### config.mk
export PLATFORM = sky130hd
export DESIGN_NAME = csync_sep
export DESIGN_NICKNAME = d
export VERILOG_FILES = /design/src/rtl/csync_pkg.sv /design/src/rtl/csync_polarity.sv /design/src/rtl/csync_duty.sv /design/src/rtl/csync_line.sv /design/src/rtl/csync_sep.sv
export SDC_FILE = /design/constraint.sdc
export NUM_CORES = 1
export LEC_CHECK = 0
export ABC_CLOCK_PERIOD_IN_PS = 11700
export BUFFER_PORTS_ARGS = -buffer_cell sky130_fd_sc_hd__buf_2
export CAP_MARGIN = 10
export CORE_MARGIN = 2
export CORE_UTILIZATION = 70
export DETAILED_ROUTE_END_ITERATION = 16
export PLACE_DENSITY_LB_ADDON = 0.2
export SKIP_CTS_REPAIR_TIMING = 1
export SLEW_MARGIN = 20
export SYNTH_ARGS = -nofsm -noshare
export SYNTH_HDL_FRONTEND = slang
export SYNTH_HIERARCHICAL = 1
export SYNTH_SLANG_ARGS = --single-unit
### constraint.sdc
create_clock -name clk -period 11.7 [get_ports clk]
set_clock_uncertainty 0.1 [all_clocks]
set_input_delay 1.17 -clock clk [delete_from_list [all_inputs] [get_ports clk]]
set_output_delay 1.17 -clock clk [all_outputs]
set_load 0.05 [all_outputs]
### src/rtl/csync_pkg.sv
package csync_pkg;

    localparam int CS_CNT_W = 16;
    typedef logic [CS_CNT_W-1:0] cs_cnt_t;
    localparam cs_cnt_t CS_CNT_MAX = '1;

    // Source of a horizontal output pulse
    typedef enum logic [1:0] {
        HS_SRC_NONE,
        HS_SRC_EDGE,
        HS_SRC_FILL
    } hs_src_e;

    // Per-cycle events seen on the normalized sync signal
    typedef struct packed {
        logic    cand;   // active run just reached the minimum width
        logic    fall;   // active run just ended
        cs_cnt_t width;  // length of the run that just ended
    } pulse_ev_t;

    function automatic cs_cnt_t sat_inc(cs_cnt_t v);
        return (v == CS_CNT_MAX) ? v : v + 1'b1;
    endfunction

    // three quarters of a period
    function automatic cs_cnt_t blank_len(cs_cnt_t per);
        return (per >> 1) + (per >> 2);
    endfunction

    function automatic logic [CS_CNT_W+1:0] times4(cs_cnt_t v);
        return {v, 2'b00};
    endfunction

    // pulse width below a quarter of the period
    function automatic logic narrow_ok(cs_cnt_t w, cs_cnt_t per);
        return (per != '0) && (times4(w) < {2'b00, per});
    endfunction

endpackage

### src/rtl/csync_polarity.sv
module csync_polarity #(
    parameter int WIN = 2048
) (
    input  logic clk,
    input  logic rst,
    input  logic sample,
    output logic pol_low
);
    localparam int WC_W = $clog2(WIN);
    localparam logic [WC_W-1:0] LAST = WC_W'(WIN - 1);
    localparam logic [WC_W:0]   HALF = (WC_W+1)'(WIN / 2);

    logic [WC_W-1:0] wcnt;
    logic [WC_W:0]   hcnt;
    logic [WC_W:0]   total;
    logic            vote;
    logic            prev_vote;
    logic            win_end;

    always_comb begin
        total   = hcnt + {{WC_W{1'b0}}, sample};
        vote    = total > HALF;
        win_end = (wcnt == LAST);
    end

    always_ff @(posedge clk) begin
        if (rst) begin
            wcnt      <= '0;
            hcnt      <= '0;
            prev_vote <= 1'b0;
            pol_low   <= 1'b0;
        end else if (win_end) begin
            wcnt      <= '0;
            hcnt      <= '0;
            prev_vote <= vote;
            if (vote == prev_vote) pol_low <= vote;
        end else begin
            wcnt <= wcnt + 1'b1;
            hcnt <= total;
        end
    end

    // the decision moves only on a window boundary
    p_pol_change_r2: assert property (@(posedge clk) disable iff (rst)
        !$stable(pol_low) |-> $past(win_end));

endmodule

### src/rtl/csync_duty.sv
module csync_duty #(
    parameter int DUTY_W = 10,
    parameter int UP     = 3,
    parameter int DN     = 1,
    parameter int VTH    = 512
) (
    input  logic clk,
    input  logic rst,
    input  logic active,
    output logic vsync
);
    localparam logic [DUTY_W:0] UP_C  = (DUTY_W+1)'(UP);
    localparam logic [DUTY_W:0] DN_C  = (DUTY_W+1)'(DN);
    localparam logic [DUTY_W:0] TH_C  = (DUTY_W+1)'(VTH);
    localparam logic [DUTY_W:0] MAX_C = {1'b0, {DUTY_W{1'b1}}};

    logic [DUTY_W-1:0] acc;
    logic [DUTY_W:0]   ext;
    logic [DUTY_W:0]   up_sum;
    logic [DUTY_W:0]   nxt;

    always_comb begin
        ext    = {1'b0, acc};
        up_sum = ext + UP_C;
        if (active) nxt = (up_sum > MAX_C) ? MAX_C : up_sum;
        else        nxt = (ext < DN_C) ? '0 : ext - DN_C;
    end

    always_ff @(posedge clk) begin
        if (rst) begin
            acc   <= '0;
            vsync <= 1'b0;
        end else begin
            acc   <= nxt[DUTY_W-1:0];
            vsync <= nxt > TH_C;
        end
    end

    // the vertical flag only climbs on active samples, only drops on idle ones
    p_vs_rise_r6: assert property (@(posedge clk) disable iff (rst)
        $rose(vsync) |-> $past(active));
    p_vs_fall_r6: assert property (@(posedge clk) disable iff (rst)
        $fell(vsync) |-> !$past(active));

endmodule

### src/rtl/csync_line.sv
module csync_line
    import csync_pkg::*;
#(
    parameter int MIN_W = 7,
    parameter int HS_W  = 8
) (
    input  logic clk,
    input  logic rst,
    input  logic norm,
    input  logic vsync,
    output logic hsync,
    output logic valid
);
    localparam cs_cnt_t MIN_C = cs_cnt_t'(MIN_W);
    localparam int HSC_W = $clog2(HS_W + 1);
    localparam logic [HSC_W-1:0] HS_LEN = HSC_W'(HS_W);

    logic             norm_d;
    cs_cnt_t          run;
    cs_cnt_t          since;
    cs_cnt_t          period;
    cs_cnt_t          idle;
    logic             have_prev;
    logic [HSC_W-1:0] hs_cnt;
    pulse_ev_t        ev;
    hs_src_e          src;
    logic             blanked;
    logic             qual;
    logic             lost;
    logic             idle_out;

    always_comb begin
        ev.cand  = norm && (run == MIN_C - 1'b1);
        ev.fall  = norm_d && !norm;
        ev.width = run;
        blanked  = (period != '0) && (since < blank_len(period));
        qual     = ev.fall && (ev.width >= MIN_C) && narrow_ok(ev.width, period);
        lost     = (period != '0) && ({2'b00, since} >= times4(period));
        idle_out = (period != '0) && ({2'b00, idle} >= times4(period));
        if (ev.cand && !blanked)
            src = HS_SRC_EDGE;
        else if (vsync && (period != '0) && (since >= period - 1'b1))
            src = HS_SRC_FILL;
        else
            src = HS_SRC_NONE;
    end

    always_ff @(posedge clk) begin
        if (rst) begin
            norm_d    <= 1'b0;
            run       <= '0;
            since     <= '0;
            period    <= '0;
            idle      <= '0;
            have_prev <= 1'b0;
            hs_cnt    <= '0;
            valid     <= 1'b0;
        end else begin
            norm_d <= norm;
            run    <= norm ? sat_inc(run) : '0;

            since <= (src != HS_SRC_NONE) ? '0 : sat_inc(since);

            if (src == HS_SRC_EDGE) begin
                have_prev <= 1'b1;
                if (have_prev && since != CS_CNT_MAX) period <= since + 1'b1;
            end else if (lost) begin
                have_prev <= 1'b0;
            end

            if (src != HS_SRC_NONE) hs_cnt <= HS_LEN;
            else if (hs_cnt != '0)  hs_cnt <= hs_cnt - 1'b1;

            idle <= qual ? '0 : sat_inc(idle);
            if (qual)          valid <= 1'b1;
            else if (idle_out) valid <= 1'b0;
        end
    end

    assign hsync = (hs_cnt != '0);

    // checker state: distance between output rises and period seen at the last rise
    logic    hs_q;
    cs_cnt_t gap_c;
    cs_cnt_t per_rec;

    always_ff @(posedge clk) begin
        if (rst) begin
            hs_q    <= 1'b0;
            gap_c   <= '0;
            per_rec <= '0;
        end else begin
            hs_q <= hsync;
            if (hsync && !hs_q) begin
                gap_c   <= cs_cnt_t'(1);
                per_rec <= period;
            end else begin
                gap_c <= sat_inc(gap_c);
            end
        end
    end

    // every pulse decision shows up on the output next cycle
    p_edge_pulse_r3: assert property (@(posedge clk) disable iff (rst)
        (src != HS_SRC_NONE) |=> hsync);

    // output rises never come closer than the blanking distance
    p_min_gap_r5: assert property (@(posedge clk) disable iff (rst)
        (hsync && !hs_q && per_rec != '0) |-> (gap_c >= blank_len(per_rec)));

    // valid only turns on after a qualifying pulse ended
    p_valid_rise_r8: assert property (@(posedge clk) disable iff (rst)
        $rose(valid) |-> $past(qual));

endmodule

### src/rtl/csync_sep.sv
module csync_sep
    import csync_pkg::*;
#(
    parameter int WIN     = 2048,
    parameter int MIN_W   = 7,
    parameter int HS_W    = 8,
    parameter int DUTY_W  = 10,
    parameter int DUTY_UP = 3,
    parameter int DUTY_DN = 1,
    parameter int VS_TH   = 512
) (
    input  logic clk,
    input  logic rst,
    input  logic sync_in,
    output logic hsync_out,
    output logic vsync_out,
    output logic sync_pol_low,
    output logic sync_valid
);
    logic sync_q;
    logic norm;

    always_ff @(posedge clk) begin
        if (rst) sync_q <= 1'b0;
        else     sync_q <= sync_in;
    end

    assign norm = sync_q ^ sync_pol_low;

    csync_polarity #(.WIN(WIN)) u_pol (
        .clk     (clk),
        .rst     (rst),
        .sample  (sync_q),
        .pol_low (sync_pol_low)
    );

    csync_duty #(
        .DUTY_W (DUTY_W),
        .UP     (DUTY_UP),
        .DN     (DUTY_DN),
        .VTH    (VS_TH)
    ) u_duty (
        .clk    (clk),
        .rst    (rst),
        .active (norm),
        .vsync  (vsync_out)
    );

    csync_line #(
        .MIN_W (MIN_W),
        .HS_W  (HS_W)
    ) u_line (
        .clk   (clk),
        .rst   (rst),
        .norm  (norm),
        .vsync (vsync_out),
        .hsync (hsync_out),
        .valid (sync_valid)
    );

endmodule

# After elaboration in Yosys (flattened, before gate mapping)
# Index checks and enable logic that the tools add are counted.
[op_classes]
add_sub_neg = 10
n_lt_le_gt_ge = 10
n_eq_ne = 8
muxes = 11
n_bitwise = 2
reduce_logical = 26
[op_table]
columns = ["cell", "n"]
rows = [
  ["$add A16 B1 Y16 const B", 3],
  ["$eq A16 B16 Y1 const B", 3],
  ["$ge A16 B18 Y1", 2],
  ["$mux W11", 3],
  ["$gt A11 B10 Y1 const B", 2],
  ["$lt A18 B16 Y1", 1],
  ["$add A15 B14 Y16", 1],
  ["$eq A16 B3 Y1 const B", 1],
  ["$ge A16 B16 Y1", 1],
  ["$ge A16 B3 Y1 const B", 1],
  ["$lt A16 B16 Y1", 1],
  ["$ne A16 B16 Y1 const B", 1],
  ["$reduce_bool A16 Y1", 1],
  ["$sub A16 B1 Y16 const B", 1],
  ["$add A12 B1 Y12", 1],
  ["$gt A12 B11 Y1 const B", 1],
  ["$logic_and A1 B1 Y1", 12],
  ["$add A10 B2 Y11 const B", 1],
  ["$add A11 B1 Y11 const B", 1],
  ["$eq A11 B11 Y1 const B", 1],
  ["$sub A10 B1 Y11 const B", 1],
  ["$lt A10 B1 Y1 const B", 1],
  ["$mux W4", 2],
  ["$reduce_bool A2 Y1", 4],
  ["other kinds (11)", 20],
]
[word_totals]
ff_bits = 108
inputBits = 3
out_inout_bits = 4
elab_cells = 83

# Longest topological paths before layout
[logic_depth]
word_depth = 8
ltp_mapped = 16
mapped_depth_nobuf = 15

# By module
# Netlist, hierarchy kept.
[by_module_without_submodules]
columns = ["module", "instances", "cells_each", "area_each_um2", "seq_area_each_um2"]
rows = [
  ["csync_line", 1, 716, 6099.6, 1421.4],
  ["csync_polarity", 1, 145, 1236.2, 500.5],
  ["csync_duty", 1, 122, 965.9, 220.2],
  ["csync_sep", 1, 3, 35.0, 20.0],
]

# Least setup slack after synthesis
# OpenSTA, ideal clock, no wires.
[synth_timing]
path_type = "reg2reg"
startpoint = "reg u_line.period[2]"
endpoint = "reg u_line.since[10]"
setup_time_ns = 0.062
t_arrival_ns = 3.827
required_ns = 11.538
path_slack_ns = 7.711
stages_incl_launch_ff = 17
n_path_buf = 1
synth_period_minus_slack_ns = 3.989
cell_sequence = "dfxtp_1 -> ha_1 -> fa_1 -> a21o_1 -> nand4_1 -> a21oi_1 -> o41ai_2 -> mux2i_1 -> a2111oi_2 -> ha_1 -> a21oi_1 -> nand2_1 -> a211o_1 -> a211oi_4 -> o221ai_4 -> buf_6 -> nor2_2"
[synth_between]
elab_chain_cells = 8
word_cells_on_any_way = 14
cone_classes = "2 x add/sub; 2 x order compare; 2 x mux; 8 x reduce/logical"
[synth_lines]
columns = ["element", "line_no", "source"]
rows = [
  ["start: declaration", "csync_line.sv:21", "cs_cnt_t period;"],
  ["start signal: assignment", "csync_line.sv:66", "if (have_prev && since != CS_CNT_MAX) period <= since + 1'b1;"],
  ["$add A15 B14 Y16", "csync_pkg.sv:27", "return (per >> 1) + (per >> 2);"],
  ["$lt A16 B16 Y1", "csync_line.sv:36", "blanked = (period != '0) && (since < blank_len(period));"],
  ["$logic_and A1 B1 Y1", "csync_line.sv:36", ""],
  ["$logic_not A1 Y1", "csync_line.sv:40", "if (ev.cand && !blanked)"],
  ["$logic_and A1 B1 Y1", "csync_line.sv:40", ""],
  ["$mux W2 *", "csync_line.sv:40", ""],
  ["$reduce_bool A2 Y1 *", "csync_line.sv:62", "since <= (src != HS_SRC_NONE) ? '0 : sat_inc(since);"],
  ["$reduce_or A2 Y1 (no source line) *", "n/a", ""],
  ["end signal: assignment", "csync_line.sv:62", ""],
  ["end: declaration", "csync_line.sv:20", "cs_cnt_t since;"],
]
# Mark *: on every way between the ends. The rest lies on a longest branch, timed or not.
# A chain may end at the register's enable or synchronous reset.

# Final worst setup path
[layout_timing]
startpoint = "reg u_line.period[2]"
endpoint = "reg u_line.since[14]"
# Same word-level chain as after synthesis.

==> flow_metrics.tcl <==
set metrics [dict create \
    outcome "completed" \
    synth_seq_cells 108 \
    via_per_inst 6.43 \
    area_growth_pct 4.17 \
    wl_mm 18.4 \
    worstRegToRegCells 15 \
    synth_common_cells "121 x ha_1, 108 x dfxtp_1, 101 x nor2_1" \
    root_buffer "clkbuf_16" \
    slew-limit-headroom 0.303 \
    fmax_ghz 0.206 \
    crit_required_ns 11.87 \
    ys_seq_area_frac 0.259 \
    coreArea_mm2 0.0115 \
    pre_cts_slack_ns 6.90 \
    max_stage_delay_ns 0.62 \
    rsz0062_at_grt "no" \
    place_hpwl_mm 13.7 \
    io_pins 7 \
    synth_nets 1111 \
    synth_area_leader_cell "dfxtp_1" \
    ys.flop_type "dfxtp_1" \
    synth.cell_area_mm2 0.00834 \
    grt_usage 0.293 \
    slew_violations 0 \
    dp.cells 1099 \
    fin_crit_sh 0.415 \
    tightestPinTransition_ns 1.05 \
    synthArstFlopShare 0 \
    worstPathCellList "ha_1 > fa_1 > a21o_1 > nand4_1 > a21oi_1 > o41ai_2 > mux2i_1 > a2111oi_2 > ha_1 > a21oi_1 > nand2_1 > a211o_1 > a211oi_4 > o221ai_4 > a311oi_2" \
    setup_slack_ns 6.84 \
    whs_path_depth 1 \
    cpMaxStageDelayCell "a211oi_4" \
    cts.sinks 108 \
    regArea_mm2 0.00216 \
    grt_pass1_vias 6576 \
    min_from "u_pol/wcnt[0]$_SDFF_PP0_" \
    worstPathArrival_ns 5.03 \
    p_per_area_mw_per_mm2 113 \
    gp_congestion 0.936 \
    nets 1092 \
    cts_buffer_depth 2 \
    diodes 0 \
    cp-end-kind "flip-flop" \
    synth_edf_count 0 \
    r2r_end "u_line/since[14]$_SDFFE_PP0N_" \
    initial_core_util 0.724 \
    synth_area_leaders "dfxtp_1 26%, ha_1 18%, xnor2_1 5.0%, nor2_1 4.5%, xor2_1 4.3%" \
    worstSkewPairLatency_ns 0.36 \
    min_to "u_pol/wcnt[0]$_SDFF_PP0_" \
    finalSetupViolCount 0 \
    hold_violations 0 \
    netlist_instances 986 \
    cts_buffers 9 \
    rr_startpoint "u_line/period[2]$_SDFFE_PP0P_" \
    synth_area_per_cell_um2 8.46 \
    crit_type "flip-flop to flip-flop" \
    min_period_ns 4.86 \
    die_h_um 113 \
    grt_overflow 0 \
    grt_max_degree 38 \
    leakage_nw 3.59 \
    drt_iter0_drc 639 \
    cts_tree "yes" \
    ir_worst_vdd_uv 149 \
    instances_no_fill 1115 \
    fill_cells 908 \
    yosysMostFrequentCell "ha_1" \
    layout-drive-gt1-share 0.0628 \
    crit_fanout 19 \
    multi_input_area_mm2 0.00580 \
    synth_top_area_frac 0.259 \
    min_path_type "flip-flop to flip-flop" \
    grt_first_pass_wirelength_mm 30.9 \
    postRouteAntennaNets 0 \
    antenna_found_initial 0 \
    firstDrtPassIters 5 \
    dieArea_mm2 0.0128 \
    die_x_um 113 \
    cap_violations 0 \
    wl_per_cell_um 16.5 \
    yosys.cell_types.count 82 \
    start_kind "flip-flop" \
    r2r_setup_slack_ns 6.84 \
    route.vias.total 7165 \
    clkSlewWorstSetupHoldPaths_ns 0.07 \
    drc 0 \
    synth-warning-count 6 \
    htree_levels 3 \
    port_buffers 6 \
    rows 39 \
    fin_setup_tns_ns 0 \
]
[kinds of logic (layout without fill, tap and decap cells)]
logic type,Yosys count,after routing,synth area share
flops,108,108,0.259
xor+xnor,89,89,0.0935
buf+inv,84,70,0.0453
compound gates,201,201,0.174
simple gates,376,376,0.236
mux,6,6,0.00735
fa+ha+maj,122,122,0.184
[through the flow]
stage                     power (W)  utilization  hold WS [ns]  instance area [um^2]
final                      0.000984        0.754         0.375                  8680
after global routing        0.00103        0.754         0.398                  8680
after CTS                  0.000988        0.754         0.383                  8680
after detailed placement   0.000652        0.725         0.366                  8350
after global placement     0.000648        0.725         0.346                  8350
after floorplan            0.000613            -         0.330                  8340
[cells in the final DEF (no fill, tap or decap), types with 6 or more instances in the layout]
cell and count:
a21o_1 12, nand2_1 58, nand4_1 37, a31oi_1 27
o21ai_0 21, and4_1 6, nor3_1 36, nor4_1 16
nor2_1 101, a21oi_1 50, clkbuf_16 9, o21a_1 7
o211ai_1 8, o31ai_1 6, nor2_2 10, nor3b_1 8
nand3_1 45, buf_2 6, ha_1 121, xor2_1 41
inv_1 46, xnor2_1 48, and3_1 17, a211oi_1 14
dfxtp_1 108, nand2b_1 8, a211o_1 8
[how the worst max path moves through the flow]
stage,to,slack [ns],from,cells past startpoint
after floorplan,u_line/since[10]$_SDFFE_PP0N_,7.71,u_line/period[2]$_SDFFE_PP0P_,16
after global placement,u_line/since[14]$_SDFFE_PP0N_,7.05,u_line/period[2]$_SDFFE_PP0P_,15
after detailed placement,u_line/since[14]$_SDFFE_PP0N_,6.90,u_line/period[2]$_SDFFE_PP0P_,15
after CTS,u_line/since[14]$_SDFFE_PP0N_,6.87,u_line/period[2]$_SDFFE_PP0P_,15
after global routing,u_line/since[14]$_SDFFE_PP0N_,6.54,u_line/period[2]$_SDFFE_PP0P_,15
final,u_line/since[14]$_SDFFE_PP0N_,6.84,u_line/period[2]$_SDFFE_PP0P_,15
[layout make-up]
type                       count  share of cell area
sequential                   108               0.249
inverter                      47              0.0203
timing repair buffer           7             0.00432
multi-input combinational    794               0.668
clock inverter                 7              0.0121
clock buffer                   9              0.0259
tap                          143              0.0206
[power by group]
part | internal, W | switching (W)
sequential | 0.000389 | 0.0000356
clock | 0.000191 | 0.000145
combinational | 0.0000926 | 0.000131
total | 0.000672 | 0.000312
[registers in the layout, indices dropped and copies added, names as in the netlist]
register,flops
u_duty/acc,10
u_line/since,16
u_duty/vsync,1
u_pol/wcnt,11
u_pol/pol_low,1
u_line/hs_cnt,4
u_pol/hcnt,12
u_line/norm_d,1
u_line/period,16
u_pol/prev_vote,1
sync_q,1
u_line/run,16
u_line/valid,1
u_line/have_prev,1
u_line/idle,16
[layer usage]
metal,part of all wire,vias to the layer above,GRT usage
met5,0,-,0
met4,0.024,0,0.105
met3,0.058,45,0.0466
met2,0.46,211,0.487
met1,0.46,3347,0.387
li1,-,3562,-
[critical path, delay by kind of cell (launching register included)]
| family | cells | cell delay, ns |
|---|---|---|
| muxes | 1 | 0.15 |
| adders and majority gates | 3 | 0.98 |
| AOI/OAI and AO/OA | 9 | 2.97 |
| and+or+nand+nor | 2 | 0.20 |
| DFF | 1 | 0.38 |
(Power assumes the default switching activity.)
